==> src/rtl/videoLockPkg.sv <==
package videoLockPkg;

  // Which timing inputs qualify data-valid and mark the frame boundary.
  typedef enum logic [1:0] {
    SET_SYNC  = 2'd0,
    SET_BLANK = 2'd1,
    SET_BOTH  = 2'd2
  } timingSet_e;

  // Datapath to control: per-cycle observations.
  typedef struct packed {
    logic lineEnd;        // an active run just ended
    logic frameEdge;      // frame boundary detected this cycle
    logic frameUniform;   // all lines of the closing frame equal
    logic frameHasLines;  // closing frame carried at least one line
    logic sameAsMeas;     // closing frame equals stored geometry
    logic lineMatch;      // ending line equals stored pixel count
  } dpFlags_t;

  // Control to datapath: strobes.
  typedef struct packed {
    logic capture;        // store the closing frame's geometry
    logic restart;        // discard the partial frame (watchdog)
  } ctrlStrobe_t;

  localparam logic [1:0] ADDR_PIX    = 2'd0;
  localparam logic [1:0] ADDR_LINES  = 2'd1;
  localparam logic [1:0] ADDR_STATUS = 2'd2;
  localparam int         STATUS_LOCK_BIT = 8;

endpackage

==> src/rtl/videoLockDatapath.sv <==
module videoLockDatapath
  import videoLockPkg::*;
#(
  parameter timingSet_e TIMING_SET = SET_BOTH,
  parameter int         CNT_W      = 12
) (
  input  logic             clk,
  input  logic             rst,
  input  logic             vsyncIn,
  input  logic             hsyncIn,
  input  logic             vblankIn,
  input  logic             hblankIn,
  input  logic             dataValid,
  input  ctrlStrobe_t      ctrl,
  output dpFlags_t         flags,
  output logic [CNT_W-1:0] measPix,
  output logic [CNT_W-1:0] measLines
);

  localparam logic [CNT_W-1:0] CNT_MAX = '1;
  localparam logic [CNT_W-1:0] CNT_ONE = CNT_W'(1);

  logic pixGate;
  logic vertSig;

  // Select the qualifying timing set.
  if (TIMING_SET == SET_SYNC) begin : gSync
    assign pixGate = hsyncIn | vsyncIn;
    assign vertSig = vsyncIn;
  end else if (TIMING_SET == SET_BLANK) begin : gBlank
    assign pixGate = hblankIn | vblankIn;
    assign vertSig = vblankIn;
  end else begin : gBoth
    assign pixGate = hsyncIn | vsyncIn | hblankIn | vblankIn;
    assign vertSig = vsyncIn;
  end

  logic             active;
  logic             actQ;
  logic             vertQ;
  logic [CNT_W-1:0] pixRun;
  logic [CNT_W-1:0] lineCnt;
  logic [CNT_W-1:0] refLen;
  logic             uniform;

  logic             lineEnd;
  logic             frameEdge;
  logic [CNT_W-1:0] curLines;
  logic [CNT_W-1:0] curRef;
  logic             lenOk;
  logic             curUniform;

  assign active    = dataValid & ~pixGate;
  assign lineEnd   = actQ & ~active;
  assign frameEdge = vertSig & ~vertQ;

  // Frame totals as they stand including a line ending this cycle.
  always_comb begin
    curLines   = (lineEnd && lineCnt != CNT_MAX) ? lineCnt + 1'b1 : lineCnt;
    curRef     = (lineEnd && lineCnt == '0) ? pixRun : refLen;
    lenOk      = (lineCnt == '0) || (pixRun == refLen);
    curUniform = uniform & (~lineEnd | lenOk);
  end

  always_comb begin
    flags.lineEnd       = lineEnd;
    flags.frameEdge     = frameEdge;
    flags.frameUniform  = curUniform;
    flags.frameHasLines = (curLines != '0);
    flags.sameAsMeas    = (curRef == measPix) && (curLines == measLines);
    flags.lineMatch     = (pixRun == measPix);
  end

  always_ff @(posedge clk) begin
    if (rst) begin
      actQ      <= 1'b0;
      vertQ     <= 1'b0;
      pixRun    <= '0;
      lineCnt   <= '0;
      refLen    <= '0;
      uniform   <= 1'b1;
      measPix   <= '0;
      measLines <= '0;
    end else begin
      actQ  <= active;
      vertQ <= vertSig;

      if (active) begin
        if (!actQ)                pixRun <= CNT_ONE;
        else if (pixRun != CNT_MAX) pixRun <= pixRun + 1'b1;
      end

      if (frameEdge || ctrl.restart) begin
        lineCnt <= '0;
        refLen  <= '0;
        uniform <= 1'b1;
      end else if (lineEnd) begin
        lineCnt <= curLines;
        refLen  <= curRef;
        uniform <= curUniform;
      end

      if (ctrl.capture) begin
        measPix   <= curRef;
        measLines <= curLines;
      end
    end
  end

endmodule

==> src/rtl/videoLockCtrl.sv <==
module videoLockCtrl
  import videoLockPkg::*;
#(
  parameter int LOCK_FRAMES = 3,
  parameter int WDOG_LIMIT  = 1 << 22
) (
  input  logic        clk,
  input  logic        rst,
  input  dpFlags_t    flags,
  output ctrlStrobe_t ctrl,
  output logic        locked,
  output logic        wdogHit
);

  localparam int STAB_W = $clog2(LOCK_FRAMES + 1);
  localparam int WD_W   = $clog2(WDOG_LIMIT + 1);
  localparam logic [STAB_W-1:0] STAB_MAX = STAB_W'(LOCK_FRAMES);
  localparam logic [WD_W-1:0]   WD_MAX   = WD_W'(WDOG_LIMIT);

  logic              seenEdge;
  logic [STAB_W-1:0] stabCnt;
  logic [STAB_W-1:0] stabNext;
  logic [WD_W-1:0]   wdogCnt;
  logic              frameValid;

  assign wdogHit    = (wdogCnt == WD_MAX);
  assign frameValid = seenEdge & flags.frameUniform & flags.frameHasLines;

  always_comb begin
    if (flags.sameAsMeas && stabCnt != '0)
      stabNext = (stabCnt == STAB_MAX) ? stabCnt : stabCnt + 1'b1;
    else
      stabNext = STAB_W'(1);
  end

  always_comb begin
    ctrl.capture = flags.frameEdge & frameValid;
    ctrl.restart = wdogHit & ~flags.frameEdge;
  end

  always_ff @(posedge clk) begin
    if (rst) begin
      seenEdge <= 1'b0;
      stabCnt  <= '0;
      wdogCnt  <= '0;
      locked   <= 1'b0;
    end else if (flags.frameEdge) begin
      wdogCnt  <= '0;
      seenEdge <= 1'b1;
      if (frameValid) begin
        stabCnt <= stabNext;
        locked  <= (stabNext >= STAB_MAX);
      end else begin
        stabCnt <= '0;
        locked  <= 1'b0;
      end
    end else if (wdogHit) begin
      seenEdge <= 1'b0;
      stabCnt  <= '0;
      locked   <= 1'b0;
    end else begin
      wdogCnt <= wdogCnt + 1'b1;
      if (flags.lineEnd && locked && !flags.lineMatch) begin
        locked  <= 1'b0;
        stabCnt <= '0;
      end
    end
  end

endmodule

==> src/rtl/videoLockDetect.sv <==
module videoLockDetect
  import videoLockPkg::*;
#(
  parameter timingSet_e TIMING_SET  = SET_BOTH,
  parameter int         CNT_W       = 12,
  parameter int         LOCK_FRAMES = 3,
  parameter int         WDOG_LIMIT  = 1 << 22
) (
  input  logic        clk,
  input  logic        rst,
  input  logic        vsyncIn,
  input  logic        hsyncIn,
  input  logic        vblankIn,
  input  logic        hblankIn,
  input  logic        dataValid,
  input  logic [1:0]  regAddr,
  output logic [31:0] regRdData,
  output logic        locked
);

  dpFlags_t         flags;
  ctrlStrobe_t      ctrl;
  logic [CNT_W-1:0] measPix;
  logic [CNT_W-1:0] measLines;
  logic             wdogHit;

  videoLockDatapath #(
    .TIMING_SET(TIMING_SET),
    .CNT_W     (CNT_W)
  ) datapath_i (
    .clk      (clk),
    .rst      (rst),
    .vsyncIn  (vsyncIn),
    .hsyncIn  (hsyncIn),
    .vblankIn (vblankIn),
    .hblankIn (hblankIn),
    .dataValid(dataValid),
    .ctrl     (ctrl),
    .flags    (flags),
    .measPix  (measPix),
    .measLines(measLines)
  );

  videoLockCtrl #(
    .LOCK_FRAMES(LOCK_FRAMES),
    .WDOG_LIMIT (WDOG_LIMIT)
  ) ctrl_i (
    .clk    (clk),
    .rst    (rst),
    .flags  (flags),
    .ctrl   (ctrl),
    .locked (locked),
    .wdogHit(wdogHit)
  );

  always_ff @(posedge clk) begin
    if (rst) begin
      regRdData <= '0;
    end else begin
      case (regAddr)
        ADDR_PIX:    regRdData <= 32'(measPix);
        ADDR_LINES:  regRdData <= 32'(measLines);
        ADDR_STATUS: regRdData <= 32'(locked) << STATUS_LOCK_BIT;
        default:     regRdData <= '0;
      endcase
    end
  end

endmodule

==> config.mk <==
export PLATFORM = sky130hd
export DESIGN_NAME = videoLockDetect
export DESIGN_NICKNAME = d
export VERILOG_FILES = /design/src/rtl/videoLockPkg.sv /design/src/rtl/videoLockDatapath.sv /design/src/rtl/videoLockCtrl.sv /design/src/rtl/videoLockDetect.sv
export SDC_FILE = /design/constraint.sdc
export NUM_CORES = 1
export LEC_CHECK = 0
export ABC_CLOCK_PERIOD_IN_PS = 3680
export CAP_MARGIN = 20
export CORE_UTILIZATION = 38
export CTS_BUF_LIST = sky130_fd_sc_hd__clkbuf_4
export DETAILED_ROUTE_END_ITERATION = 16
export MAX_ROUTING_LAYER = met4
export PLACE_DENSITY_LB_ADDON = 0.08
export SLEW_MARGIN = 20
export SYNTH_ARGS = -nofsm -noshare
export SYNTH_HDL_FRONTEND = slang
export SYNTH_SLANG_ARGS = --single-unit
==> constraint.sdc <==
create_clock -name clk -period 3.68 [get_ports clk]
set_clock_uncertainty 0.1 [all_clocks]
set_input_delay 0.736 -clock clk [delete_from_list [all_inputs] [get_ports clk]]
set_output_delay 0.736 -clock clk [all_outputs]
set_load 0.02 [all_outputs]
==> metrics.txt <==
quantity of gates resized following cts 0; Final Hold Vio Count 0; fin crit period 3200 ps; peak supply drop roughly 0.22 mV; Starting Density 39.2%; cell area after synthesis 5480 um^2; crit path kind input pin to flop; Post-route DRC 0; xor/xnor share of the synthesized area 10.8%; largest net degree at the start of global routing 36; register area 2040 um^2; CTS tree done; post-route design area 6040 um^2; port buffer count 21; antenna cells 0; complex-gate fraction of the synthesized area between 10 and 15%; postcts setup bufs 0; final setup fails 0; Final period util between 80% and 90%; Crit Path Max Fanout 9; Fill cells about 1.4k; root buf cell clkbuf_4; Die ar. 14,900 um^2; Cell Pwr Density approximately 310 nW/um^2; CTS H-tree lvls 3; I/O pin count 42; DP Area 5870 um^2; Multi-input gate area about 3100 um^2; Pre-Repair DR Iteration Count 5; vias in the first global route just over 4k; asr flop ratio synth 0%; GR Overflow Total 0; Simple-Gate Fraction of Synth Area between 20% and 30%; post-synth cell types just over 70; Hold-fix buffers, CTS 0; via count 4,450; worst hold path type flop to flop; Main synth FF type dfxtp_1; critical path startpoint category input pin; routed wire length 13,700 um; Rel. slew slack approximately three fifths; RSZ-0062 raised after global routing false; Vias per Instance roughly 5.3; critical path data arrival time about 3500 ps; CTS Buffer Depth 2; post-synthesis adder-cell area fraction 1.14%; kind of end point of the critical path flop; wire per inst 16.3 um; Total GRT Usage 20.2%; largest family of logic cells by synthesized area simple AND/OR/NAND/NOR gates; Yosys warning count 0; mux cell area share after synthesis 5.16%; total CTS buffers 9; Least-Margin Pin Slew about 600 ps; leakage 2.14 nW; Die X-Extent 122 um; status finished clean; final antenna-violating net count 0; clk_lat worst skew about 500 ps; Req. time, crit path 4010 ps; Tot Pwr 1.89 mW; Die Span Y 122 um; clk sink count 102; Seq/Total Area, Yosys between 30% and 40%; max_cap viols 0; Setup Total Neg Slack 0 ps; initial antenna violation count 0; Pins Over Slew Limit 0; first-pass GRT wire length 22,100 um; most common cell after layout, fill and taps aside nor2_1; routability cong. 0.917; Final nets 670; commonest non-fill, non-tap cells in the layout nor2_1 (103), dfxtp_1 (102), xor2_1 (36); Site Rows 43; Layout area overhead 10.2%; fmax 312 MHz; cells after synthesis 634; clock-pin slew on the worst setup and hold paths 160 ps; syn_area_per_cell 8.64 um^2; #FFs+latches synth 102; share of cells above drive strength 1 around an eighth; detailed-placement wirelength estimate 10,300 um; number of synthesized flops with an enable pin 0; Core Area around 14,000 um^2; Iter 0 DRT Violations ~400
[critical path, cell delays in order]
cell and delay [ps]:
clkdlybuf4s50_1 400, or4b_4 570, o21a_1 340, buf_4 240, a22o_1 180, a2111oi_1 320
nand4_1 170, nor4_2 320, nand2_1 120, o21ai_1 140
[routing by layer]
layer	routed length (um)	track usage, %
met1	7160	28.7
met2	5770	28.7
met3	629	4.21
met5	0	-
met4	180	5.26
[per-stage QoR]
| stage | hold WS [ps] | setup WS [ps] | util, % | cells |
|---|---|---|---|---|
| after floorplan | 327 | 609 | - | 653 |
| after global placement | 336 | 0.568 | 41.9 | 825 |
| after detailed placement | 346 | -22.7 | 41.9 | 825 |
| after CTS | 384 | 525 | 43.2 | 841 |
| after global routing | 424 | 358 | 43.2 | 841 |
| final | 386 | 476 | 43.2 | 841 |
[registers in the layout (all words and copies together) (netlist names)]
register              count
ctrl_i.stabCnt            2
ctrl_i.wdogCnt           23
datapath_i.pixRun        12
ctrl_i.locked             1
datapath_i.measLines     12
datapath_i.measPix       12
regRdData                12
datapath_i.actQ           1
datapath_i.lineCnt       12
datapath_i.vertQ          1
datapath_i.uniform        1
ctrl_i.seenEdge           1
datapath_i.refLen        12
[report_power, final]
| group | leakage [nW] | internal (mW) | switching, mW |
|---|---|---|---|
| Sequential | 0.822 | 1.11 | 0.00426 |
| Combinational | 1.23 | 0.0280 | 0.0638 |
| Clock | 0.0928 | 0.285 | 0.403 |
[area by class of cell]
class | instances | area share [%]
Sequential cell | 102 | 33.8
Clock inverter | 7 | 1.70
Tap cell | 180 | 3.73
Timing Repair Buffer | 47 | 7.05
Multi-Input combinational cell | 468 | 50.8
Clock buffer | 9 | 1.12
Inverter | 28 | 1.74
[worst paths after layout]
| path | to | slack [ps] | start | depth (start not counted) |
|---|---|---|---|---|
| worst max-delay path | ctrl_i.locked | 480 | hsyncIn | 10 |
| worst min-delay path | datapath_i.uniform | 390 | datapath_i.uniform | 1 |
| worst max register to register | datapath_i.measLines[11] | 600 | datapath_i.lineCnt[4] | 9 |
| worst min register to register | datapath_i.uniform | 390 | datapath_i.uniform | 1 |
[cells in the mapped netlist (all sizes together), types with 3 or more instances]
library cell	number	area [um^2]
nor2	103	387
dfxtp	102	2040
xor2	36	315
buf	35	256
nand2	29	111
xnor2	29	254
inv	28	105
mux2i	26	260
nand3	22	115
a211oi	21	223
a21oi	21	105
clkbuf	20	75.1
nor4	16	113
nand4	15	93.8
nor3	13	70.1
o21ai	13	68.8
and3	11	73.8
nor2b	8	50.1
or3	8	50.1
o22ai	6	37.5
ha	5	62.6
or2	5	31.3
a311oi	4	41.3
and4	4	35.0
nand2b	4	25.0
or4	4	30.0
a22o	3	26.3
and2	3	18.8
nor4b	3	26.3
[kinds of logic (layout without fill, tap and decap cells)]
group,Yosys count,count (layout)
AO/OA/AOI/OAI,96,96
XOR/XNOR,66,66
adder cells (fa/ha/maj),5,5
buffers and inverters,83,91
flip-flops,102,102
multiplexers,28,28
other,1,20
AND/OR/NAND/NOR,253,253
Power figures use the tool's default switching activity.
